===== src/rtl/stk_pkg.sv =====
package stk_pkg;

    parameter int SP_W      = 16;
    parameter int SEG_SHIFT = 4;
    parameter int ADDR_W    = 20;
    parameter int BYTE_W    = 8;

    typedef enum logic [2:0] {
        ST_IDLE,
        ST_PUSH_HI,
        ST_PUSH_LO,
        ST_POP_LO,
        ST_POP_HI
    } stk_state_e;

    typedef enum logic [1:0] {
        OFS_ZERO,
        OFS_PLUS1,
        OFS_MINUS1,
        OFS_MINUS2
    } ofs_sel_e;

    typedef enum logic [1:0] {
        STEP_NONE,
        STEP_DEC2,
        STEP_INC2
    } sp_step_e;

    typedef struct packed {
        logic     wr;
        logic     rd;
        logic     hi_byte;
        ofs_sel_e ofs;
    } byte_op_t;

    function automatic logic [ADDR_W-1:0] phys_addr(
        input logic [SP_W-1:0] seg,
        input logic [SP_W-1:0] ofs
    );
        logic [ADDR_W-1:0] base;
        base = ADDR_W'({seg, {SEG_SHIFT{1'b0}}});
        return base + ADDR_W'(ofs);
    endfunction

endpackage


===== src/rtl/stk_ctrl.sv =====
module stk_ctrl
    import stk_pkg::*;
(
    input  logic     clk,
    input  logic     rst,
    input  logic     push_req,
    input  logic     pop_req,
    input  logic     pop_to_cs,
    output byte_op_t op,
    output sp_step_e step,
    output logic     accept_push,
    output logic     latch_lo,
    output logic     finish_pop,
    output logic     busy,
    output logic     illegal
);

    stk_state_e state_q, state_d;
    logic       reject;

    always_comb begin
        state_d     = state_q;
        op          = '{wr: 1'b0, rd: 1'b0, hi_byte: 1'b0, ofs: OFS_ZERO};
        step        = STEP_NONE;
        accept_push = 1'b0;
        latch_lo    = 1'b0;
        finish_pop  = 1'b0;
        reject      = 1'b0;
        unique case (state_q)
            ST_IDLE: begin
                if (push_req && pop_req) begin
                    reject = 1'b1;
                end else if (push_req) begin
                    accept_push = 1'b1;
                    state_d     = ST_PUSH_HI;
                end else if (pop_req) begin
                    if (pop_to_cs) reject = 1'b1;
                    else           state_d = ST_POP_LO;
                end
            end
            ST_PUSH_HI: begin
                op      = '{wr: 1'b1, rd: 1'b0, hi_byte: 1'b1, ofs: OFS_MINUS1};
                state_d = ST_PUSH_LO;
            end
            ST_PUSH_LO: begin
                op      = '{wr: 1'b1, rd: 1'b0, hi_byte: 1'b0, ofs: OFS_MINUS2};
                step    = STEP_DEC2;
                state_d = ST_IDLE;
            end
            ST_POP_LO: begin
                op       = '{wr: 1'b0, rd: 1'b1, hi_byte: 1'b0, ofs: OFS_ZERO};
                latch_lo = 1'b1;
                state_d  = ST_POP_HI;
            end
            ST_POP_HI: begin
                op         = '{wr: 1'b0, rd: 1'b1, hi_byte: 1'b1, ofs: OFS_PLUS1};
                step       = STEP_INC2;
                finish_pop = 1'b1;
                state_d    = ST_IDLE;
            end
            default: state_d = ST_IDLE;
        endcase
    end

    always_ff @(posedge clk) begin
        if (rst) begin
            state_q <= ST_IDLE;
            illegal <= 1'b0;
        end else begin
            state_q <= state_d;
            illegal <= reject;
        end
    end

    assign busy = (state_q != ST_IDLE);

    // each transfer runs its two byte phases in order, then returns to idle
    p_push_phases_r11: assert property (@(posedge clk) disable iff (rst)
        state_q == ST_PUSH_HI |=> state_q == ST_PUSH_LO);
    p_pop_phases_r11: assert property (@(posedge clk) disable iff (rst)
        state_q == ST_POP_LO |=> state_q == ST_POP_HI);
    p_end_idle_r11: assert property (@(posedge clk) disable iff (rst)
        (state_q == ST_PUSH_LO || state_q == ST_POP_HI) |=> state_q == ST_IDLE);
    // a rejected request starts nothing
    p_reject_stays_idle_r6: assert property (@(posedge clk) disable iff (rst)
        illegal |-> state_q == ST_IDLE);

endmodule


===== src/rtl/stk_ptr.sv =====
module stk_ptr
    import stk_pkg::*;
#(
    parameter int                P_SP_W   = SP_W,
    parameter int                P_ADDR_W = ADDR_W,
    parameter logic [P_SP_W-1:0] RESET_SP = '0
) (
    input  logic                clk,
    input  logic                rst,
    input  sp_step_e            step,
    input  ofs_sel_e            ofs_sel,
    input  logic [P_SP_W-1:0]   seg,
    output logic [P_SP_W-1:0]   sp,
    output logic [P_ADDR_W-1:0] addr
);

    localparam logic [P_SP_W-1:0] WORD_BYTES = P_SP_W'(2);

    logic [P_SP_W-1:0] sp_q;
    logic [P_SP_W-1:0] ofs_add;
    logic [P_SP_W-1:0] offset;

    always_comb begin
        unique case (ofs_sel)
            OFS_ZERO:   ofs_add = '0;
            OFS_PLUS1:  ofs_add = P_SP_W'(1);
            OFS_MINUS1: ofs_add = '1;
            OFS_MINUS2: ofs_add = ~P_SP_W'(1);
            default:    ofs_add = '0;
        endcase
    end

    assign offset = sp_q + ofs_add;
    assign addr   = P_ADDR_W'(phys_addr(SP_W'(seg), SP_W'(offset)));
    assign sp     = sp_q;

    always_ff @(posedge clk) begin
        if (rst) begin
            sp_q <= RESET_SP;
        end else begin
            unique case (step)
                STEP_DEC2: sp_q <= sp_q - WORD_BYTES;
                STEP_INC2: sp_q <= sp_q + WORD_BYTES;
                default:   sp_q <= sp_q;
            endcase
        end
    end

    // the pointer only ever moves by one word, modulo 2^16
    p_sp_step_r8: assert property (@(posedge clk) disable iff (rst)
        !$stable(sp_q) |-> (sp_q == $past(sp_q) + WORD_BYTES) || (sp_q == $past(sp_q) - WORD_BYTES));

endmodule


===== src/rtl/stk_pop_asm.sv =====
module stk_pop_asm
    import stk_pkg::*;
#(
    parameter int P_BYTE_W = BYTE_W
) (
    input  logic                  clk,
    input  logic                  rst,
    input  logic                  latch_lo,
    input  logic                  finish_pop,
    input  logic [P_BYTE_W-1:0]   rdata,
    output logic [2*P_BYTE_W-1:0] word,
    output logic                  valid
);

    logic [P_BYTE_W-1:0] lo_q;

    always_ff @(posedge clk) begin
        if (rst) begin
            lo_q  <= '0;
            word  <= '0;
            valid <= 1'b0;
        end else begin
            valid <= finish_pop;
            if (latch_lo)   lo_q <= rdata;
            if (finish_pop) word <= {rdata, lo_q};
        end
    end

    // the finished word changes only when it is announced
    p_word_only_on_valid_r3: assert property (@(posedge clk) disable iff (rst)
        !valid |-> $stable(word));

endmodule


===== src/rtl/stk_word_engine.sv =====
module stk_word_engine
    import stk_pkg::*;
#(
    parameter logic [15:0] RESET_SP = 16'h0000
) (
    input  logic        clk,
    input  logic        rst,
    input  logic        push_req,
    input  logic        pop_req,
    input  logic [15:0] push_data,
    input  logic        pop_to_cs,
    input  logic [15:0] seg_base,
    output logic [19:0] mem_addr,
    output logic [7:0]  mem_wdata,
    output logic        mem_we,
    output logic        mem_re,
    input  logic [7:0]  mem_rdata,
    output logic [15:0] pop_data,
    output logic        pop_valid,
    output logic        busy,
    output logic        illegal,
    output logic [15:0] sp_value
);

    localparam int WORD_W = 2 * BYTE_W;

    byte_op_t          op;
    sp_step_e          step;
    logic              accept_push;
    logic              latch_lo;
    logic              finish_pop;
    logic [WORD_W-1:0] push_q;

    stk_ctrl u_ctrl (
        .clk         (clk),
        .rst         (rst),
        .push_req    (push_req),
        .pop_req     (pop_req),
        .pop_to_cs   (pop_to_cs),
        .op          (op),
        .step        (step),
        .accept_push (accept_push),
        .latch_lo    (latch_lo),
        .finish_pop  (finish_pop),
        .busy        (busy),
        .illegal     (illegal)
    );

    stk_ptr #(
        .P_SP_W   (SP_W),
        .P_ADDR_W (ADDR_W),
        .RESET_SP (RESET_SP)
    ) u_ptr (
        .clk     (clk),
        .rst     (rst),
        .step    (step),
        .ofs_sel (op.ofs),
        .seg     (seg_base),
        .sp      (sp_value),
        .addr    (mem_addr)
    );

    stk_pop_asm #(
        .P_BYTE_W (BYTE_W)
    ) u_asm (
        .clk        (clk),
        .rst        (rst),
        .latch_lo   (latch_lo),
        .finish_pop (finish_pop),
        .rdata      (mem_rdata),
        .word       (pop_data),
        .valid      (pop_valid)
    );

    always_ff @(posedge clk) begin
        if (rst)              push_q <= '0;
        else if (accept_push) push_q <= push_data;
    end

    assign mem_we    = op.wr;
    assign mem_re    = op.rd;
    assign mem_wdata = op.hi_byte ? push_q[WORD_W-1:BYTE_W] : push_q[BYTE_W-1:0];

    // at most one byte access per cycle
    p_one_access_r11: assert property (@(posedge clk) disable iff (rst)
        $onehot0({mem_we, mem_re}));
    // no memory traffic while idle
    p_idle_quiet_r7: assert property (@(posedge clk) disable iff (rst)
        !busy |-> !mem_we && !mem_re);
    // busy lasts exactly two cycles
    p_busy_two_r11: assert property (@(posedge clk) disable iff (rst)
        $rose(busy) |=> busy && $fell(busy) == 1'b0);
    p_busy_ends_r11: assert property (@(posedge clk) disable iff (rst)
        busy && $past(busy) |=> !busy);
    // completed push lowers the pointer by two
    p_sp_after_push_r2: assert property (@(posedge clk) disable iff (rst)
        $fell(busy) && $past(mem_we) |-> sp_value == $past(sp_value) - 16'd2);
    // completed pop raises the pointer by two and announces the word
    p_sp_after_pop_r3: assert property (@(posedge clk) disable iff (rst)
        $fell(busy) && $past(mem_re) |-> sp_value == $past(sp_value) + 16'd2 && pop_valid);
    // a rejected request leaves the pointer where it was
    p_illegal_keeps_sp_r6: assert property (@(posedge clk) disable iff (rst)
        illegal |-> !busy && $stable(sp_value));

endmodule


===== config.mk =====
export PLATFORM = sky130hd
export DESIGN_NAME = stk_word_engine
export DESIGN_NICKNAME = d
export VERILOG_FILES = /design/src/rtl/stk_pkg.sv /design/src/rtl/stk_ctrl.sv /design/src/rtl/stk_ptr.sv /design/src/rtl/stk_pop_asm.sv /design/src/rtl/stk_word_engine.sv
export SDC_FILE = /design/constraint.sdc
export NUM_CORES = 1
export LEC_CHECK = 0
export BUFFER_PORTS_ARGS = -buffer_cell sky130_fd_sc_hd__buf_2
export CAP_MARGIN = 30
export CORE_AREA = 8 8 101 103
export CTS_BUF_LIST = sky130_fd_sc_hd__clkbuf_16
export CTS_CLUSTER_SIZE = 16
export DETAILED_ROUTE_END_ITERATION = 8
export DIE_AREA = 0 0 109 111
export PLACE_DENSITY = 0.85
export REMOVE_ABC_BUFFERS = 1
export SLEW_MARGIN = 20
export SYNTH_ARGS = -nofsm -noshare
export SYNTH_HDL_FRONTEND = slang
export SYNTH_SLANG_ARGS = --single-unit

===== constraint.sdc =====
create_clock -name clk -period 8.8 [get_ports clk]
set_input_delay 1.76 -clock clk [delete_from_list [all_inputs] [get_ports clk]]
set_output_delay 1.76 -clock clk [all_outputs]
set_load 0.02 [all_outputs]

# After elaboration in Yosys (flattened, before gate mapping)
# Index checks and enable logic that the tools add are counted.
[totals]
ram_bits = 0
n_memories = 0
input_bits = 45
romBits = 0
latchBits = 0
wordCells = 50
ff_bits = 61
[op_classes]
n_addsub = 4
div = 0
reduce_logical = 7
bitwise = 1
magnitude_cmp = 0
eq_ne = 12
mul = 0
shifts = 0
n_mux = 19
[op_table]
columns = ["cell", "count"]
rows = [
  ["one-hot mux 16 bit (4 select lines)", 1],
  ["one-hot mux 16 bit (2 select lines)", 1],
  ["adder 20 x 16 -> 20 bit", 1],
  ["one-hot mux 5 bit (4 select lines)", 1],
  ["adder 16 bit", 1],
  ["adder 16 x 2 -> 16 bit (second input constant)", 1],
  ["subtractor 16 x 2 -> 16 bit (second input constant)", 1],
  ["two-way mux 3 bit", 4],
  ["two-way mux 1 bit", 9],
  ["one-hot mux 3 bit (3 select lines)", 1],
  ["two-way mux 8 bit", 1],
  ["equality test 2 bit (second input constant)", 3],
  ["equality test 3 x 2 -> 1 bit (second input constant)", 2],
  ["inequality test 3 bit (second input constant)", 2],
  ["equality test 2 x 1 -> 1 bit (second input constant)", 2],
  ["one-hot mux 2 bit (2 select lines)", 1],
  ["equality test 3 x 1 -> 1 bit (second input constant)", 1],
  ["equality test 3 bit (second input constant)", 1],
  ["zero test 3 bit", 1],
  ["AND reduction 3 bit", 1],
  ["nonzero test 3 bit", 1],
  ["zero test 2 bit", 1],
  ["inequality test 2 bit (second input constant)", 1],
  ["nonzero test 2 bit", 1],
  ["other kinds (3)", 3],
]

# Longest topological paths before layout
[logic_depth]
ltp_word = 6
depth_mapped = 17
depth_no_buf = 16

# By module
# A second synthesis with hierarchy kept.
[unflattened]
hier_cells = 445
hier_area_um2 = 4067.7
[by_module_without_submodules]
columns = ["mod", "area_per_inst_um2", "instances", "cells_per_inst"]
rows = [
  ["stk_ptr", 2265.9, 1, 277],
  ["stk_pop_asm", 890.9, 1, 80],
  ["stk_word_engine", 675.6, 1, 61],
  ["stk_ctrl", 235.2, 1, 27],
]

# Worst setup path after synthesis
# No wires, ideal clock.
[synth_timing]
path_kind = "reg-to-output"
from = "register u_ctrl.state_q[1]"
to = "output port mem_addr[17]"
stages_incl_launch_ff = 18
setup_slack_ns = 2.566
n_path_buf = 1
arrival_time_ns = 4.474
path_cell_list = "dfxtp_1 -> buf_2 -> xnor2_1 -> nor2_1 -> ha_1 -> and2_1 -> and3_1 -> o211ai_1 -> nand3_1 -> o41ai_1 -> xnor2_1 -> ha_1 -> a21o_1 -> a21o_1 -> a21oi_1 -> nand3b_1 -> mux2_2 -> o211ai_1"
[synth_between]
elab_chain_cells = 6
elab_cells_between_ends = 12
classes_between = "add/sub: 2; eq/ne: 7; mux: 2; reduce/logical: 1"
[synth_lines]
columns = ["element", "line_no", "text"]
rows = [
  ["start, declared", "stk_ctrl.sv:18", "stk_state_e state_q, state_d;"],
  ["start signal, assigned", "stk_ctrl.sv:70", "state_q <= state_d;"],
  ["equality test 3 bit, or another cell as far along", "stk_ctrl.sv:29", "unique case (state_q)"],
  ["one-hot mux 5 bit (4 select lines) *", "stk_ctrl.sv:29", ""],
  ["equality test 2 bit, or another cell as far along", "stk_ptr.sv:24", "unique case (ofs_sel)"],
  ["one-hot mux 16 bit (4 select lines) *", "stk_ptr.sv:24", ""],
  ["adder 16 bit *", "stk_ptr.sv:33", "assign offset = sp_q + ofs_add;"],
  ["adder 20 x 16 -> 20 bit *", "stk_pkg.sv:42", "return base + ADDR_W'(ofs);"],
  ["end, declared", "stk_word_engine.sv:13", "output logic [19:0] mem_addr,"],
]
# Mark *: on every way between the ends. The rest lies on a longest branch, timed or not.

# Worst setup path after layout
[layout_timing]
from = "register u_ctrl.state_q[0]"
to = "output port mem_addr[17]"
# Same word-level chain as after synthesis.

==> run summary <==
## Worst setup path
* data required time at the worst endpoint: 7040 ps
* startpoint kind of the worst setup timing path: flip-flop
* cell repeated most along the worst path: sky130_fd_sc_hd__a21oi_1
* critical path arrival: 4560 ps
* critical path class: reg -> out
* highest-delay cell along the critical path: sky130_fd_sc_hd__dfxtp_1
* type of destination of the critical path: output port
* Crit Path Max Fanout: 18
* worst stage delay on the critical path: 460 ps
* cells along the critical path: xnor2_1 > nor2_1 > buf_4 > ha_1 > fa_1 > a21oi_1 > o311ai_0 > a21o_1 > a31o_2 > a21oi_1 > xnor2_1 > ha_1 > a21o_1 > a21oi_1 > nand3b_1 > mux2_2 > o211ai_1 > buf_2

## Cells and area
* fraction of layout instances using a drive strength above 1: 23.0%
* Area growth syn-to-layout: 20.3%
* count of inserted antenna diode cells: 0
* fin nets: 707
* highest-count cells in the layout ignoring fill and taps: sky130_fd_sc_hd__buf_2 (108), sky130_fd_sc_hd__nand2_1 (87), sky130_fd_sc_hd__a21oi_1 (61), sky130_fd_sc_hd__dfxtp_1 (60), sky130_fd_sc_hd__nor2_1 (49)
* most frequent standard cell in the layout excluding fill and tap cells: sky130_fd_sc_hd__buf_2

## Logic synthesis
* area leader, netlist: sky130_fd_sc_hd__dfxtp_1
* area share of the largest cell type after synthesis: 28.7%
* combinational family with the most area after synthesis: simple AND/OR/NAND/NOR gates
* mean instance size in the synthesized netlist: 8.10 µm²
* cell count after synthesis: 517
* sequential fraction of the synthesis area: 28.7%
* flip-flop and latch count after synthesis: 60
* cell area after synthesis: 4190 µm²
* complex-gate fraction of the synthesized area: 19.5%
* fraction of synthesis flops using an asynchronous set or reset pin: 0%
* xor/xnor share of the synthesized area: 7.95%
* cell types occupying the most area after synthesis: sky130_fd_sc_hd__dfxtp_1 (29%), sky130_fd_sc_hd__ha_1 (12%), sky130_fd_sc_hd__nand2_1 (7.8%)
* adder-cell share of the synthesized area: 13.7%
* share of synthesized cell area in and, or, nand and nor gates: 20.0%
* number of warning messages in the yosys log: 0
* number of distinct library cells after synthesis: 60
* number of flops mapped to enable cells by yosys: 0
* top flip-flop cell by instance count after synthesis: sky130_fd_sc_hd__dfxtp_1
* fraction of synthesized area in multiplexers: 6.51%

## Floorplanning
* core region area: 8550 µm²
* Die ar.: 12,100 µm²
* number of placement rows: 34
* die outline height: 111 µm
* IO Pins: 110
* Initial Util: 49.0%
* Die Span X: 109 µm

## Timing
* crit share post-route: 71.8%
* slew at the pin closest to its max-slew limit: 723 ps
* number of setup violations in the final report: 0
* skew final: 4.73 ps
* max-slew violations: 0
* slew margin rel.: 51.8%
* final critical-path required period: 6320 ps
* accumulated negative setup slack: 0 ps
* hold violation total from the final report: 0
* setup ws final: 2480 ps
* RSZ-0062 raised after global routing: no
* highest clock rate: 158 MHz

## Clock tree
* number of buffers created by CTS: 9
* source-to-sink clock delay at the later pin of the worst-skew pair: 320 ps
* count of clock tree sinks: 60
* hold-fix buffer count after cts: 0
* CTS root buffer: sky130_fd_sc_hd__clkbuf_16
* CTS clk-pin slew, worst paths: 50 ps
* CTS resizes: 0
* largest buffer count on any clock path: 2
* TritonCTS clock tree: yes
* postcts setup bufs: 0
* H-tree level count: 3

## Detailed routing
* drt first-iter violations: 268
* total via count in the routed design: 4,012
* total wire length after detailed routing: 10,600 µm
* detailed-routing iteration count for the pre-antenna-repair pass: 4
* Final ANT Viol Nets: 0
* detail-routed net length per standard cell: 14.5 µm
* Vias/cell: 5.50
* number of remaining DRC errors: 0

## Run
* max capacitance violation total: 0

## Min path
* min-delay worst type: reg -> reg

## Placed design
* placement-stage worst setup slack: 2850 ps
* PortBufs: 108
* DP HPWL: 8030 µm
* final weighted congestion in routability-driven placement: 0.896

## GRT
* first-pass GRT wire length: 17,600 µm
* Total Routing Usage GR: 17.4%
* number of antenna violations at the first check in global routing: 0
* largest net degree at the start of global routing: 66
* via count of the first global-routing pass: 3,981
* total congestion overflow: 0

## Power and ir drop
* maximum vdd ir drop: 161 µV
* overall power of the completed layout: 1.05 mW
* cell area power density: 207 nW/µm²
* Leakage Power: 2.41 nW

## Status
* status: finished, final reports clean

-- path summary, 6_finish.rpt --
path / from / endpoint / depth (start not counted) / slack, ps
max reg2reg: u_ctrl.state_q[0]$_SDFFE_PP0P_ / u_ptr.sp[15]$_SDFFE_PP0P_ / 11 / 5330
max: u_ctrl.state_q[0]$_SDFFE_PP0P_ / mem_addr[17] / 18 / 2480
min reg2reg: u_asm.word[1]$_SDFFE_PP0P_ / u_asm.word[1]$_SDFFE_PP0P_ / 2 / 450
min: u_asm.word[1]$_SDFFE_PP0P_ / u_asm.word[1]$_SDFFE_PP0P_ / 2 / 450
-- where the power goes --
group,switching [mW],total (mW),leakage (nW),internal [mW]
Combinational,0.265,0.446,1.79,0.180
Clock,0.117,0.303,0.128,0.186
Sequential,0.0124,0.296,0.487,0.284
-- cell families (layout without fill, tap and decap cells) --
| family | after synthesis | count (layout) |
|---|---|---|
| AOI/OAI and AO/OA | 134 | 134 |
| other | 1 | 1 |
| buffers and inverters | 32 | 137 |
| and+or+nand+nor | 182 | 182 |
| muxes | 26 | 26 |
| xor gates and xnor gates | 38 | 38 |
| adders and majority gates | 44 | 44 |
| DFF | 60 | 60 |
-- synth_stat cells (2+ instances only) --
cell,instances
sky130_fd_sc_hd__a211oi_1,7
sky130_fd_sc_hd__a21boi_1,2
sky130_fd_sc_hd__a21o_1,9
sky130_fd_sc_hd__a21oi_1,61
sky130_fd_sc_hd__a31o_2,2
sky130_fd_sc_hd__a31oi_1,4
sky130_fd_sc_hd__and2_1,3
sky130_fd_sc_hd__and3_1,2
sky130_fd_sc_hd__buf_2,7
sky130_fd_sc_hd__buf_6,2
sky130_fd_sc_hd__clkbuf_1,10
sky130_fd_sc_hd__dfxtp_1,60
sky130_fd_sc_hd__fa_1,3
sky130_fd_sc_hd__ha_1,41
sky130_fd_sc_hd__inv_1,11
sky130_fd_sc_hd__mux2_2,9
sky130_fd_sc_hd__mux2i_1,16
sky130_fd_sc_hd__nand2_1,87
sky130_fd_sc_hd__nand2b_1,5
sky130_fd_sc_hd__nand3_1,4
sky130_fd_sc_hd__nand3b_1,4
sky130_fd_sc_hd__nand4_1,2
sky130_fd_sc_hd__nor2_1,49
sky130_fd_sc_hd__nor2b_1,6
sky130_fd_sc_hd__nor3_1,5
sky130_fd_sc_hd__nor3b_1,2
sky130_fd_sc_hd__nor4_1,2
sky130_fd_sc_hd__o2111ai_1,2
sky130_fd_sc_hd__o211ai_1,6
sky130_fd_sc_hd__o21a_1,2
sky130_fd_sc_hd__o21ai_0,16
sky130_fd_sc_hd__o21ai_1,3
sky130_fd_sc_hd__o21bai_1,6
sky130_fd_sc_hd__o22ai_1,3
sky130_fd_sc_hd__o31ai_1,2
sky130_fd_sc_hd__or3_1,2
sky130_fd_sc_hd__xnor2_1,28
sky130_fd_sc_hd__xor2_1,10
-- layer usage --
layer | global-route usage, % | wire length (µm)
met5 | 0 | 0
met4 | 6.12 | 117
met3 | 4.71 | 835
met2 | 29.9 | 5200
met1 | 19.9 | 4450
-- flip-flops by register name (all words and copies together) (netlist names) --
signal,flops
u_asm.word,16
u_ctrl.state_q,3
u_asm.lo_q,8
u_asm.valid,1
u_ctrl.illegal,1
u_ptr.sp,15
push_q,16
-- final cells by class --
cell class              instances  area [µm²]
clock buffers                   9         225
repair buffers                111         563
inverters                      11        41.3
flip-flops and latches         60        1200
clock inverters                 6        33.8
well taps                     108         135
multi-input cells             425        2840
fillers                       748        3510
-- worst max-delay path: cells and delay by family (launching register included) --
family	cells	cell delay (ps)
AO/OA/AOI/OAI	8	1670
XOR/XNOR	2	290
adder cells (fa/ha/maj)	3	990
buffers and inverters	2	400
flip-flops	1	460
multiplexers	1	270
AND/OR/NAND/NOR	2	170
-- stage by stage --
step	instances	utilization, %	area, µm²	hold slack, ps
4_1_cts	730	58.9	5040	453
3_3_place_gp	715	55.9	4780	438
2_1_floorplan	496	-	4080	425
5_1_grt	730	58.9	5040	462
6_report	730	58.9	5040	451
3_5_place_dp	715	55.9	4780	446
No activity file was read; power rests on OpenSTA's default activity.
